**config.mk**
```make
export PLATFORM = sky130hd
export DESIGN_NAME = tdm_framer
export DESIGN_NICKNAME = d
export VERILOG_FILES = /design/src/rtl/tdm_framer_pkg.sv /design/src/rtl/tdm_framer_ctrl.sv /design/src/rtl/tdm_framer_dp.sv /design/src/rtl/tdm_framer.sv
export SDC_FILE = /design/constraint.sdc
export NUM_CORES = 1
export LEC_CHECK = 0
export CORE_ASPECT_RATIO = 1.5
export CORE_UTILIZATION = 35
export CTS_CLUSTER_DIAMETER = 30
export DETAILED_ROUTE_END_ITERATION = 8
export DONT_BUFFER_PORTS = 1
export RECOVER_POWER = 50
export SLEW_MARGIN = 10
export SYNTH_ARGS = -nofsm -noshare
export SYNTH_HDL_FRONTEND = slang
export SYNTH_SLANG_ARGS = --single-unit
```
**constraint.sdc**
```tcl
create_clock -name clk -period 2.5 [get_ports clk]
set_clock_uncertainty 0.15 [all_clocks]
set_input_delay 0.5 -clock clk [delete_from_list [all_inputs] [get_ports clk]]
set_output_delay 0.5 -clock clk [all_outputs]
set_load 0.02 [all_outputs]
```
**src/rtl/tdm_framer_pkg.sv**
```systemverilog
package tdm_framer_pkg;

  typedef enum logic [1:0] {
    ST_IDLE = 2'd0,
    ST_SYNC = 2'd1,
    ST_SLOT = 2'd2
  } frameState_t;

  // strobes from the sequencer to the datapath
  typedef struct packed {
    logic loadFrame;  // freeze staged data into the shift register
    logic dataFrame;  // frame type for the load: 1 = samples, 0 = control word
    logic shiftBit;   // advance one serial bit
  } dpCtl_t;

endpackage

```
**src/rtl/tdm_framer_ctrl.sv**
```systemverilog
module tdm_framer_ctrl
  import tdm_framer_pkg::*;
#(
  parameter int NCH = 6,
  parameter int W   = 16
) (
  input  logic           clk,
  input  logic           rstN,
  input  logic           sampleStrobe,
  input  logic           sclkEn,
  input  logic           dataMode,
  input  logic [NCH-1:0] chanEnable,
  output dpCtl_t         ctl,
  output logic           lineOe,
  output logic           syncOut
);

  localparam int BW = (W > 1) ? $clog2(W) : 1;
  localparam int SW = (NCH > 1) ? $clog2(NCH) : 1;
  localparam logic [BW-1:0] LAST_BIT  = BW'(W - 1);
  localparam logic [SW-1:0] LAST_SLOT = SW'(NCH - 1);

  frameState_t      state;
  logic [BW-1:0]    bitCnt;
  logic [SW-1:0]    slotCnt;
  logic             pending;
  logic [NCH-1:0]   maskLatched;
  logic             modeLatched;

  logic             lastBit;
  logic             frameDone;
  logic             enterSync;

  assign lastBit   = (state == ST_SLOT) && (bitCnt == LAST_BIT);
  assign frameDone = lastBit && (slotCnt == LAST_SLOT);
  assign enterSync = sclkEn && pending && ((state == ST_IDLE) || frameDone);

  // a strobe arriving on the load cycle wins and stays pending
  always_ff @(posedge clk or negedge rstN) begin
    if (!rstN) begin
      pending <= 1'b0;
    end else begin
      pending <= sampleStrobe | (pending & ~enterSync);
    end
  end

  always_ff @(posedge clk or negedge rstN) begin
    if (!rstN) begin
      maskLatched <= '0;
      modeLatched <= 1'b0;
    end else if (enterSync) begin
      maskLatched <= chanEnable;
      modeLatched <= dataMode;
    end
  end

  always_ff @(posedge clk or negedge rstN) begin
    if (!rstN) begin
      state   <= ST_IDLE;
      bitCnt  <= '0;
      slotCnt <= '0;
    end else if (sclkEn) begin
      unique case (state)
        ST_IDLE: begin
          if (pending) state <= ST_SYNC;
        end
        ST_SYNC: begin
          state   <= ST_SLOT;
          bitCnt  <= '0;
          slotCnt <= '0;
        end
        ST_SLOT: begin
          if (lastBit) begin
            bitCnt <= '0;
            if (frameDone) begin
              slotCnt <= '0;
              state   <= pending ? ST_SYNC : ST_IDLE;
            end else begin
              slotCnt <= slotCnt + 1'b1;
            end
          end else begin
            bitCnt <= bitCnt + 1'b1;
          end
        end
        default: state <= ST_IDLE;
      endcase
    end
  end

  always_comb begin
    ctl.loadFrame = enterSync;
    ctl.dataFrame = dataMode;
    ctl.shiftBit  = sclkEn && (state == ST_SLOT);
  end

  always_comb begin
    lineOe = 1'b0;
    if (state == ST_SLOT) begin
      if (modeLatched) lineOe = maskLatched[slotCnt];
      else             lineOe = (slotCnt == '0);
    end
  end

  assign syncOut = (state == ST_SYNC);

endmodule

```
**src/rtl/tdm_framer_dp.sv**
```systemverilog
module tdm_framer_dp
  import tdm_framer_pkg::*;
#(
  parameter int NCH = 6,
  parameter int W   = 16
) (
  input  logic             clk,
  input  logic             rstN,
  input  logic             sampleStrobe,
  input  logic [NCH*W-1:0] chanWords,
  input  logic [W-1:0]     ctrlWord,
  input  dpCtl_t           ctl,
  input  logic             lineOe,
  output logic             sdo
);

  localparam int FW = NCH * W;

  logic [W-1:0]  stageWord [NCH];
  logic [FW-1:0] frameImage;
  logic [FW-1:0] shiftReg;

  // staging registers, one per channel
  for (genvar i = 0; i < NCH; i++) begin : g_stage
    always_ff @(posedge clk or negedge rstN) begin
      if (!rstN)             stageWord[i] <= '0;
      else if (sampleStrobe) stageWord[i] <= chanWords[i*W +: W];
    end
  end

  // channel 0 sits at the top so it leaves first
  always_comb begin
    frameImage = '0;
    if (ctl.dataFrame) begin
      for (int i = 0; i < NCH; i++) begin
        frameImage[(NCH-1-i)*W +: W] = stageWord[i];
      end
    end else begin
      frameImage[FW-1 -: W] = ctrlWord;
    end
  end

  always_ff @(posedge clk or negedge rstN) begin
    if (!rstN)              shiftReg <= '0;
    else if (ctl.loadFrame) shiftReg <= frameImage;
    else if (ctl.shiftBit)  shiftReg <= {shiftReg[FW-2:0], 1'b0};
  end

  assign sdo = lineOe & shiftReg[FW-1];

endmodule

```
**src/rtl/tdm_framer.sv**
```systemverilog
module tdm_framer
  import tdm_framer_pkg::*;
#(
  parameter int NCH = 6,
  parameter int W   = 16
) (
  input  logic             clk,
  input  logic             rstN,
  input  logic             sampleStrobe,
  input  logic             sclkEn,
  input  logic             dataMode,
  input  logic [NCH-1:0]   chanEnable,
  input  logic [W-1:0]     ctrlWord,
  input  logic [NCH*W-1:0] chanWords,
  output logic             sdo,
  output logic             sdoOe,
  output logic             fsync
);

  dpCtl_t ctl;
  logic   lineOe;

  tdm_framer_ctrl #(.NCH(NCH), .W(W)) u_ctrl (
    .clk          (clk),
    .rstN         (rstN),
    .sampleStrobe (sampleStrobe),
    .sclkEn       (sclkEn),
    .dataMode     (dataMode),
    .chanEnable   (chanEnable),
    .ctl          (ctl),
    .lineOe       (lineOe),
    .syncOut      (fsync)
  );

  tdm_framer_dp #(.NCH(NCH), .W(W)) u_dp (
    .clk          (clk),
    .rstN         (rstN),
    .sampleStrobe (sampleStrobe),
    .chanWords    (chanWords),
    .ctrlWord     (ctrlWord),
    .ctl          (ctl),
    .lineOe       (lineOe),
    .sdo          (sdo)
  );

  assign sdoOe = lineOe;

endmodule

```
======== Word level (Yosys, flattened, before mapping) ========
Cells that the tools add are included.
storage, ports and cells
  output and inout port bits .............. 3
  flip-flop bits (word level) ............. 209
operators by class
  equality and inequality tests ........... 7
  bitwise gates (word level) .............. 4
  reduce and logical (&&, ||, !) cells .... 13
  magnitude comparators ................... 1
  add/sub/neg operators ................... 2
  mux-type cells .......................... 18
operators by type and width
  operator                                                               number
  96-bit 2-to-1 mux                                                      2
  80-bit 2-to-1 mux                                                      1
  16-bit 2-to-1 mux                                                      1
  4-bit case mux with 2 select lines                                     1
  2-bit 2-to-1 mux                                                       3
  3-bit 2-to-1 mux                                                       2
  2-bit by 1-bit != test with 1-bit output, second input constant        3
  2-bit case mux with 3 select lines                                     1
  3-bit case mux with 2 select lines                                     1
  1-bit logical AND                                                      5
  4-bit by 1-bit adder with 4-bit output, second input constant          1
  4-bit equality test, second input constant                             1
  3-bit by 4-bit < comparator with 1-bit output, second input constant   1
  1-bit 2-to-1 mux                                                       4
  4-bit 2-to-1 mux                                                       1
  4-bit AND reduction                                                    1
  2-bit nonzero test                                                     2
  3-bit by 1-bit adder with 3-bit output, second input constant          1
  1-bit binary-select mux with 3-bit select                              1
  3-bit equality test, second input constant                             1
  3-bit logical NOT                                                      1
  3-bit AND reduction                                                    1
  1-bit bitwise AND                                                      2
  2-bit by 1-bit equality test with 1-bit output, second input constant  1
  6 further kinds                                                        6

======== Logic depth before layout (Yosys ltp) ========
Gate-level depths: netlist of run 1.
  depth after elaboration ................. 8
  depth in mapped cells ................... 8
  mapped depth without buffers ............ 5

======== Hierarchy ========
A second synthesis of run 1 with hierarchy kept.
unflattened totals
  cell total of the unflattened synthesis .. 641
  area, all modules ....................... 9412.8 µm²
by module, submodules not included
  module           instances  seq. area each (µm²)  area each (µm²)  cells an instance
  tdm_framer_dp    1          4804.6                8366.8           542
  tdm_framer_ctrl  1          425.4                 1046.0           99

======== Worst setup path after synthesis of run 1 ========
Ideal clock, no wire load.
  path kind ............................... flip-flop to output port
  start point ............................. reg u_ctrl.state[0]
  end point ............................... out sdo
  path buffers ............................ 1
  cell stages (with the launch flop) ...... 6
  path slack .............................. 0.048 ns
  data required time ...................... 1.850 ns
  arrival time ............................ 1.802 ns
  cell sequence ........................... dfrtp_1 -> inv_1 -> ha_1 -> clkbuf_1 -> o21ai_0 -> nor4_1
between the ends
  cells in the longest elaborated chain, start to end .. 3
RTL lines
  element                 line                   text
  start, declared         tdm_framer_ctrl.sv:23  frameState_t state;
  start signal, assigned  tdm_framer_ctrl.sv:77  state <= pending ? ST_SYNC : ST_IDLE;
  2-bit equality test     tdm_framer_ctrl.sv:98  if (state == ST_SLOT) begin
  1-bit 2-to-1 mux        tdm_framer_ctrl.sv:98
  1-bit bitwise AND       tdm_framer_dp.sv:49    assign sdo = lineOe & shiftReg[FW-1];
  end, declared           tdm_framer.sv:15       output logic sdo,
No other way between the ends.

======== Final worst setup path of run 1 ========
Ends and elaborated chain as after synthesis.

==> results of run 1 <==
-- layout make-up --
| type | count | area [um2] |
|---|---|---|
| flip-flops and latches | 209 | 5230 |
| repair buffers | 180 | 1850 |
| well taps | 337 | 422 |
| multi-input cells | 453 | 4060 |
| fillers | 2309 | 13600 |
| clock inverters | 22 | 184 |
| clock buffers | 52 | 1180 |
| inverters | 7 | 26.3 |
-- worst max-delay path: stages (launching register included) --
cell,delay [ps]
dfrtp_1,380
inv_2,80
ha_4,180
o21ai_1,120
nor4_2,320
buf_4,190
-- logic make-up (layout without fill, tap and decap cells) --
group / after synthesis / in the layout
fa+ha+maj: 8 / 8
flops: 209 / 209
compound gates: 23 / 23
buf+inv: 54 / 261
simple gates: 108 / 108
mux: 314 / 314
-- repair_timing --
item	CTS	global route
endpoints found under the hold margin	391	209
setup endpoints to repair	2	2
resized for setup	11	4
setup buffers	3	0
pin swaps	1	2
-- power by group through the flow --
stage	clock (mW)	sequential, mW	combinational (mW)
6_report	5.31	4.77	2.73
3_3_place_gp	0	4.81	2.33
3_5_place_dp	0	4.82	2.39
5_1_grt	5.60	4.89	3.02
4_1_cts	5.45	4.78	2.76
2_1_floorplan	0	4.66	2.13
-- registers in the layout, summed over array words and instances, names as in the netlist --
| signal | flops |
|---|---|
| u_ctrl.state | 2 |
| u_ctrl.pending | 1 |
| u_dp.shiftReg | 96 |
| u_ctrl.bitCnt | 4 |
| u_dp.stageWord | 96 |
| u_ctrl.modeLatched | 1 |
| u_ctrl.maskLatched | 6 |
| u_ctrl.slotCnt | 3 |
-- cells in the final DEF (no fill, tap or decap), types with 6 or more instances in the layout --
cell type,count
nand2_1,90
clkinvlp_4,9
ha_1,6
buf_4,9
clkbuf_8,7
dlygate4sd3_1,165
clkbuf_16,43
mux2_2,106
mux2i_1,207
dfrtp_1,208
o21ai_0,7
-- through the flow --
| step | setup TNS (ps) | instance area (um2) |
|---|---|---|
| final | 0 | 12900 |
| after global routing | -8.50 | 12900 |
| after CTS | 0 | 12900 |
| after detailed placement | 0 | 9800 |
| after global placement | 0 | 9800 |
| after floorplan | 0 | 9520 |
-- worst paths after layout --
check | start | end | slack [ps] | cells after the start
worst max register to register | u_ctrl.slotCnt[0] | u_dp.shiftReg[42] | 230 | 6
min in group clk | ctrlWord[11] | u_dp.shiftReg[91] | 30 | 2
worst min register to register | u_dp.stageWord[44] | u_dp.stageWord[44] | 350 | 1
worst min-delay path | rstN | u_dp.stageWord[76] | -470 | 0
worst max-delay path | u_ctrl.state[0] | sdo | 60 | 5
max in group asynchronous | rstN | u_dp.stageWord[32] | 2400 | 0
-- layer usage --
| layer | wire (um) | global-route usage (%) | vias up |
|---|---|---|---|
| met5 | 0 | 0 | - |
| met4 | 749 | 7.58 | 0 |
| met3 | 867 | 3.77 | 47 |
| met2 | 10700 | 27.7 | 115 |
| met1 | 8290 | 17.4 | 3018 |
| li1 | - | - | 2899 |
==> impl_results.md, run 1 <==
- Dominant synthesized flop cell: dfrtp_1
- Chip Width: 137 um
- Core region area: 26,600 um2
- Syn_nets: 847
- Via density: 4.82
- Mapped Cells: 716
- Area leader, netlist: dfrtp_1
- Drt wl/cell: 16.4 um
- Row count: 73
- Max Cap Viol: 0
- Dpl hpwl: 10,900 um
- YS warnings: 0
- Critical Path AT: 1790 ps
- Status: complete, but fails checks
- CP Class: register to output port
- Pin count of the biggest net entering global routing: 210
- Vias in the first global route: 6,874
- Peak VDD IR: 0.668 mV
- Starting Density: 35.8%
- XOR/XNOR Fraction of Synth Area: 0%
- Port bufs: 0
- EDFF count, synth: 0
- Drt total wl: 20,600 um
- Non-filler cells, final: 1,260
- First-iteration detailed-routing DRC count: 182
- WP data required: 1850 ps
- Nets: 1,024
- Tmin final: 2440 ps
- Chip height: 204 um
- Hold slack final: -474 ps
- Clock share of power: 41.4%
- Worst Tran Pin Value: 426 ps
- Internal power: 9.28 mW
- Sw frac: 27.5%
- Compound-cell area share of the yosys netlist: 1.71%
- Sequential area share after synthesis: 55.0%
- Antenna viol nets, final: 0
- Hold Buf Count CTS: 167
- Clock root buffer: clkbuf_16
- Critical path fanouts, max: 7
- #FFs+latches synth: 209
- Final Hold Viols: 209
- Cts bufs inserted: 42
- Max-slew violation count: 0
- Overall Power: 12.8 mW
- CP Launch Type: register
- Switching pwr: 3.53 mW
- Synth top area share: 55.0%
- DRC errors left: 0
- CTS sink cnt: 209
- Worst-Skew Late Latency: 520 ps
- Synth async-reset ratio: 100%
- Pwr per Cell Area: 990 nW/um2
- Adder-cell share of the synthesized area: 1.05%
- Number of instances in the placed design: 1,016
- Mux contribution to synthesized area: 34.4%
- Clk buf depth: 3
- Worst slew margin: 71.6%
- Area grow syn2layout: 36.1%
- RD Place Congestion: 0.778
- Top cells by area, synth: dfrtp_1, mux2i_1, mux2_2, nand2_1, buf_6
- Mapped Avg Cell Area: 13.3 um2
- Global-route wire length before repair: 34,100 um
- Core Util, Final: 48.7%
- Synth cell types: 32
- Final Worst Setup Slack: 60.3 ps
- Place WS: 300 ps
- CTS HTree Levels: 2
- Initial antenna violation count: 0
- CP Capture Type: output port
- Combinational power share: 21.3%
- Final setup fails: 0
- Failing checks: negative hold slack
- Simple-Gate Fraction of Synth Area: 4.76%
- Fmax: 410 MHz
- Worst hold path class: primary input to async pin
- Die Area: 27,900 um2
- I/O pin count: 126
- Layout cells sized above 1: 22.5%
- Most frequent cells after synthesis: dfrtp_1, mux2i_1, mux2_2, nand2_1, clkbuf_1
- Most common cell in the netlist: dfrtp_1
- Crit share post-route: 97.6%
- CTS tree: yes
- Aggregate global routing overflow: 0
- Flop pwr share: 37.3%
- Largest family of logic cells by synthesized area: multiplexers
- Leakage power: 5.92 nW
- Ant diodes: 0
- Reg clk slew, reported paths: 50 ps
- 1st-pass router iterations: 4
- Total number of vias: 6,079
- Post-Syn Area: 9520 um2
- Total GRT Usage: 15.7%
Power figures use the tool's default switching activity.
==> run 2, diff against run 1 <==
--- a/config.mk
+++ b/config.mk
@@ -5,6 +5,7 @@
 export SDC_FILE = /design/constraint.sdc
 export NUM_CORES = 1
 export LEC_CHECK = 0
+export ABC_AREA = 1
 export CORE_ASPECT_RATIO = 1.5
 export CORE_UTILIZATION = 35
 export CTS_CLUSTER_DIAMETER = 30
==> constraint.sdc (replaced) <==
create_clock -name clk -period 3.1 [get_ports clk]
set_clock_uncertainty 0.15 [all_clocks]
set_input_delay 0.62 -clock clk [delete_from_list [all_inputs] [get_ports clk]]
set_output_delay 0.62 -clock clk [all_outputs]
set_load 0.02 [all_outputs]
==> run 2 against run 1 <==
Against the previous run:
- the flow still finishes with violations (negative hold slack)
- utilization fell by 6.9 points
- sequential power shrank 20%
- power decreased by 7.0%
- via count increased by 22%
- global-route usage is essentially flat
- critical path type unchanged
- critical path depth up 1
- non-clock buffer count fell by 171
- synthesized area increased by 8.0%
- worst hold slack gained 130 ps
- wire length increased by 8.4%
==> impl_results.md, run 2 <==
- Non-filler cells, final: 1,527 (+21%)
- Worst slew margin: 53.5% (-18 points)
- Sequential area share after synthesis: 50.9% (-4.1 points)
- Cts bufs inserted: 45 (+7.1%)
- Total GRT Usage: 15.7% (-0.019 points)
- Clk buf depth: 3 (unchanged)
- Area grow syn2layout: 17.1%
- RD Place Congestion: 0.751 (-3.5%)
- Die Area: 30,100 um2 (+7.9%)
- Worst-path cell with the longest stage delay: dfrtp_1
- Syn_nets: 1,257 (+48%)
- I/O pin count: 126 (unchanged)
- Cell area after layout: 12,000 um2 (-7.0%)
- RSZ-0062 raised after global routing: false
- Post-CTS setup buffer count: 0 (-3)
- Mapped Cells: 1,126 (+57%)
- CTS HTree Levels: 2 (unchanged)
- Nets: 1,232 (+20%)
- Fmax: 359 MHz
- Synth async-reset ratio: 100% (unchanged)
- 1st-pass router iterations: 4 (unchanged)
- Crit share post-route: 90.0%
- Critical Path AT: 2020 ps (+230 ps)
- Leakage power: 5.97 nW (+0.74%)
- Placed cell area: 10,400 um2 (+6.6%)
- Crit-path max cell delay: 400 ps (+20 ps)
- Final setup fails: 0 (unchanged)
- CP Class: register to output port
- Pwr per Cell Area: 989 nW/um2 (about the same)
- Peak VDD IR: 0.629 mV (-5.9%)
- Synth top area share: 50.9% (-4.1 points)
- Top flop regs: u_dp.shiftReg: 96 flops, u_dp.stageWord: 96 flops, u_ctrl.maskLatched: 6 flops
- Status: complete, but fails checks
- Critical path fanouts, max: 9 (+2)
- Layout cells sized above 1: 20.9% (-1.6 points)
- Chip height: 212 um (+3.9%)
- Hold slack final: -349 ps (+125 ps)
- YS warnings: 0 (unchanged)
- Area leader, netlist: dfrtp_1
- Via density: 4.85 (+0.43%)
- Post-Syn Area: 10,300 um2 (+8.0%)
- Drt wl/cell: 14.7 um (-11%)
- Antenna viol nets, final: 0 (unchanged)
- Post-cts sizing count: 0 (-11)
- CTS sink cnt: 209 (unchanged)
- Most frequent cells in the layout: nand2_1, dfrtp_1, inv_1
- Max Cap Viol: 0 (unchanged)
- Initial antenna violation count: 0 (unchanged)
- Chip Width: 142 um (+3.9%)
- Most common cell in the netlist: nand2_1
- #FFs+latches synth: 209 (unchanged)
- WP data required: 2330 ps (+480 ps)
- Max-slew violation count: 0 (unchanged)
- Synth cell types: 27 (-16%)
- Place WS: 759 ps (+460 ps)
- EDFF count, synth: 0 (unchanged)
- Pin count of the biggest net entering global routing: 210 (unchanged)
- Dpl hpwl: 12,700 um (+16%)
- Worst-Skew Late Latency: 530 ps (about the same)
- Aggregate global routing overflow: 0 (unchanged)
- Core region area: 28,800 um2 (+8.4%)
- Mapped Avg Cell Area: 9.13 um2 (-31%)
- Dominant synthesized flop cell: dfrtp_1
- CP Launch Type: register
- Setup TNS: 0 ps (unchanged)
- Tmin final: 2790 ps
- Drt total wl: 22,400 um (+8.4%)
- CTS tree: yes
- First-iteration detailed-routing DRC count: 319 (+75%)
- Clock root buffer: clkbuf_16
- CP dominant cell by count: nand2_1
- Worst Tran Pin Value: 697 ps (+271 ps)
- Row count: 76 (+4.1%)
- Final Worst Setup Slack: 311 ps (+251 ps)
- Ant diodes: 0 (unchanged)
- Worst hold path class: primary input to async pin
- Worst path cell trace: inv_1 -> ha_1 -> nand2_1 -> a21oi_1 -> nand2_1 -> nor2_1
- DRC errors left: 0 (unchanged)
- CP Capture Type: output port
- Global-route wire length before repair: 37,800 um (+11%)
- Number of instances in the placed design: 1,444 (+42%)
- Top cells by area, synth: dfrtp_1, nand2_1, mux2_2, nand3_2, nand4_1
- Failing checks: negative hold slack
- Commonest non-fill, non-tap cell in the layout: nand2_1
- Most frequent cells after synthesis: nand2_1, dfrtp_1, inv_1, nand4_1, mux2_2
- Starting Density: 35.7% (-0.13 points)
- Vias in the first global route: 7,556 (+9.9%)
- Port bufs: 0 (unchanged)
- Reg clk slew, reported paths: 50 ps (about the same)
- Final Hold Viols: 209 (unchanged)
- Total number of vias: 7,399 (+22%)
## run 2: cell types whose count changed after synthesis, moves of 12 or more
cell / previous run / this run
nand3_1: 2 / 65
mux2_2: 107 / 80
nand3_2: 0 / 60
mux2i_1: 207 / 2
o21ai_0: 8 / 35
buf_2: 18 / 30
nand4_1: 2 / 83
inv_1: 7 / 110
nand2_1: 90 / 370
## run 2: final timing paths
check                                      start                     to  slack (ps)  cells after the start
min in group clk                    chanWords[1]     u_dp.stageWord[81]          80                      2
hold reg to reg            u_ctrl.maskLatched[0]  u_ctrl.maskLatched[0]         340                      2
hold / removal                              rstN     u_dp.stageWord[74]        -350                      0
max in group asynchronous                   rstN     u_dp.stageWord[93]        2780                      0
setup / recovery                 u_ctrl.state[0]                    sdo         310                      6
setup reg to reg                 u_ctrl.state[0]      u_dp.shiftReg[87]         740                     10
## run 2: power breakdown
group / internal, mW / switching, mW
Sequential: 3.53 / 0.295
Clock: 3.42 / 1.53
Combinational: 1.12 / 2.01
## run 2: logic make-up (layout without fill, tap and decap cells)
| group | after synthesis | after routing | share of synthesized area, % |
|---|---|---|---|
| xor+xnor | 2 | 2 | 0.170 |
| mux | 82 | 82 | 8.96 |
| flops | 209 | 209 | 50.9 |
| fa+ha+maj | 8 | 8 | 0.974 |
| simple gates | 589 | 589 | 28.2 |
| compound gates | 43 | 43 | 2.22 |
| buf+inv | 193 | 204 | 8.58 |
## run 2: metal layers
metal / GRT usage, % / routed length [um] / vias to the layer above
li1: - / - / 3623
met1: 19.3 / 9610 / 3594
met2: 26.5 / 11100 / 142
met3: 3.42 / 1100 / 40
met4: 6.30 / 605 / 0
met5: 0 / 0 / -
## run 2: per-stage QoR
stage | power [mW] | utilization [%]
3_3_place_gp | 6.95 | 36.3
4_1_cts | 12.1 | 41.8
2_1_floorplan | 6.58 | -
3_5_place_dp | 7.06 | 36.3
6_report | 11.9 | 41.8
5_1_grt | 12.8 | 41.8
## run 2: critical path: cells and delay by family (launching register included)
kind / cells / cell delay (ps)
simple gates: 3 / 510
flops: 1 / 400
fa+ha+maj: 1 / 370
compound gates: 1 / 120
buf+inv: 1 / 100
## run 2: layout make-up
cell class,instances,area [um2]
clock buffer,59,1290
inverter,112,424
tap,390,488
timing repair buffer,9,118
sequential,209,5230
fill,2818,16800
clock inverter,24,300
multi-input combinational,724,4190
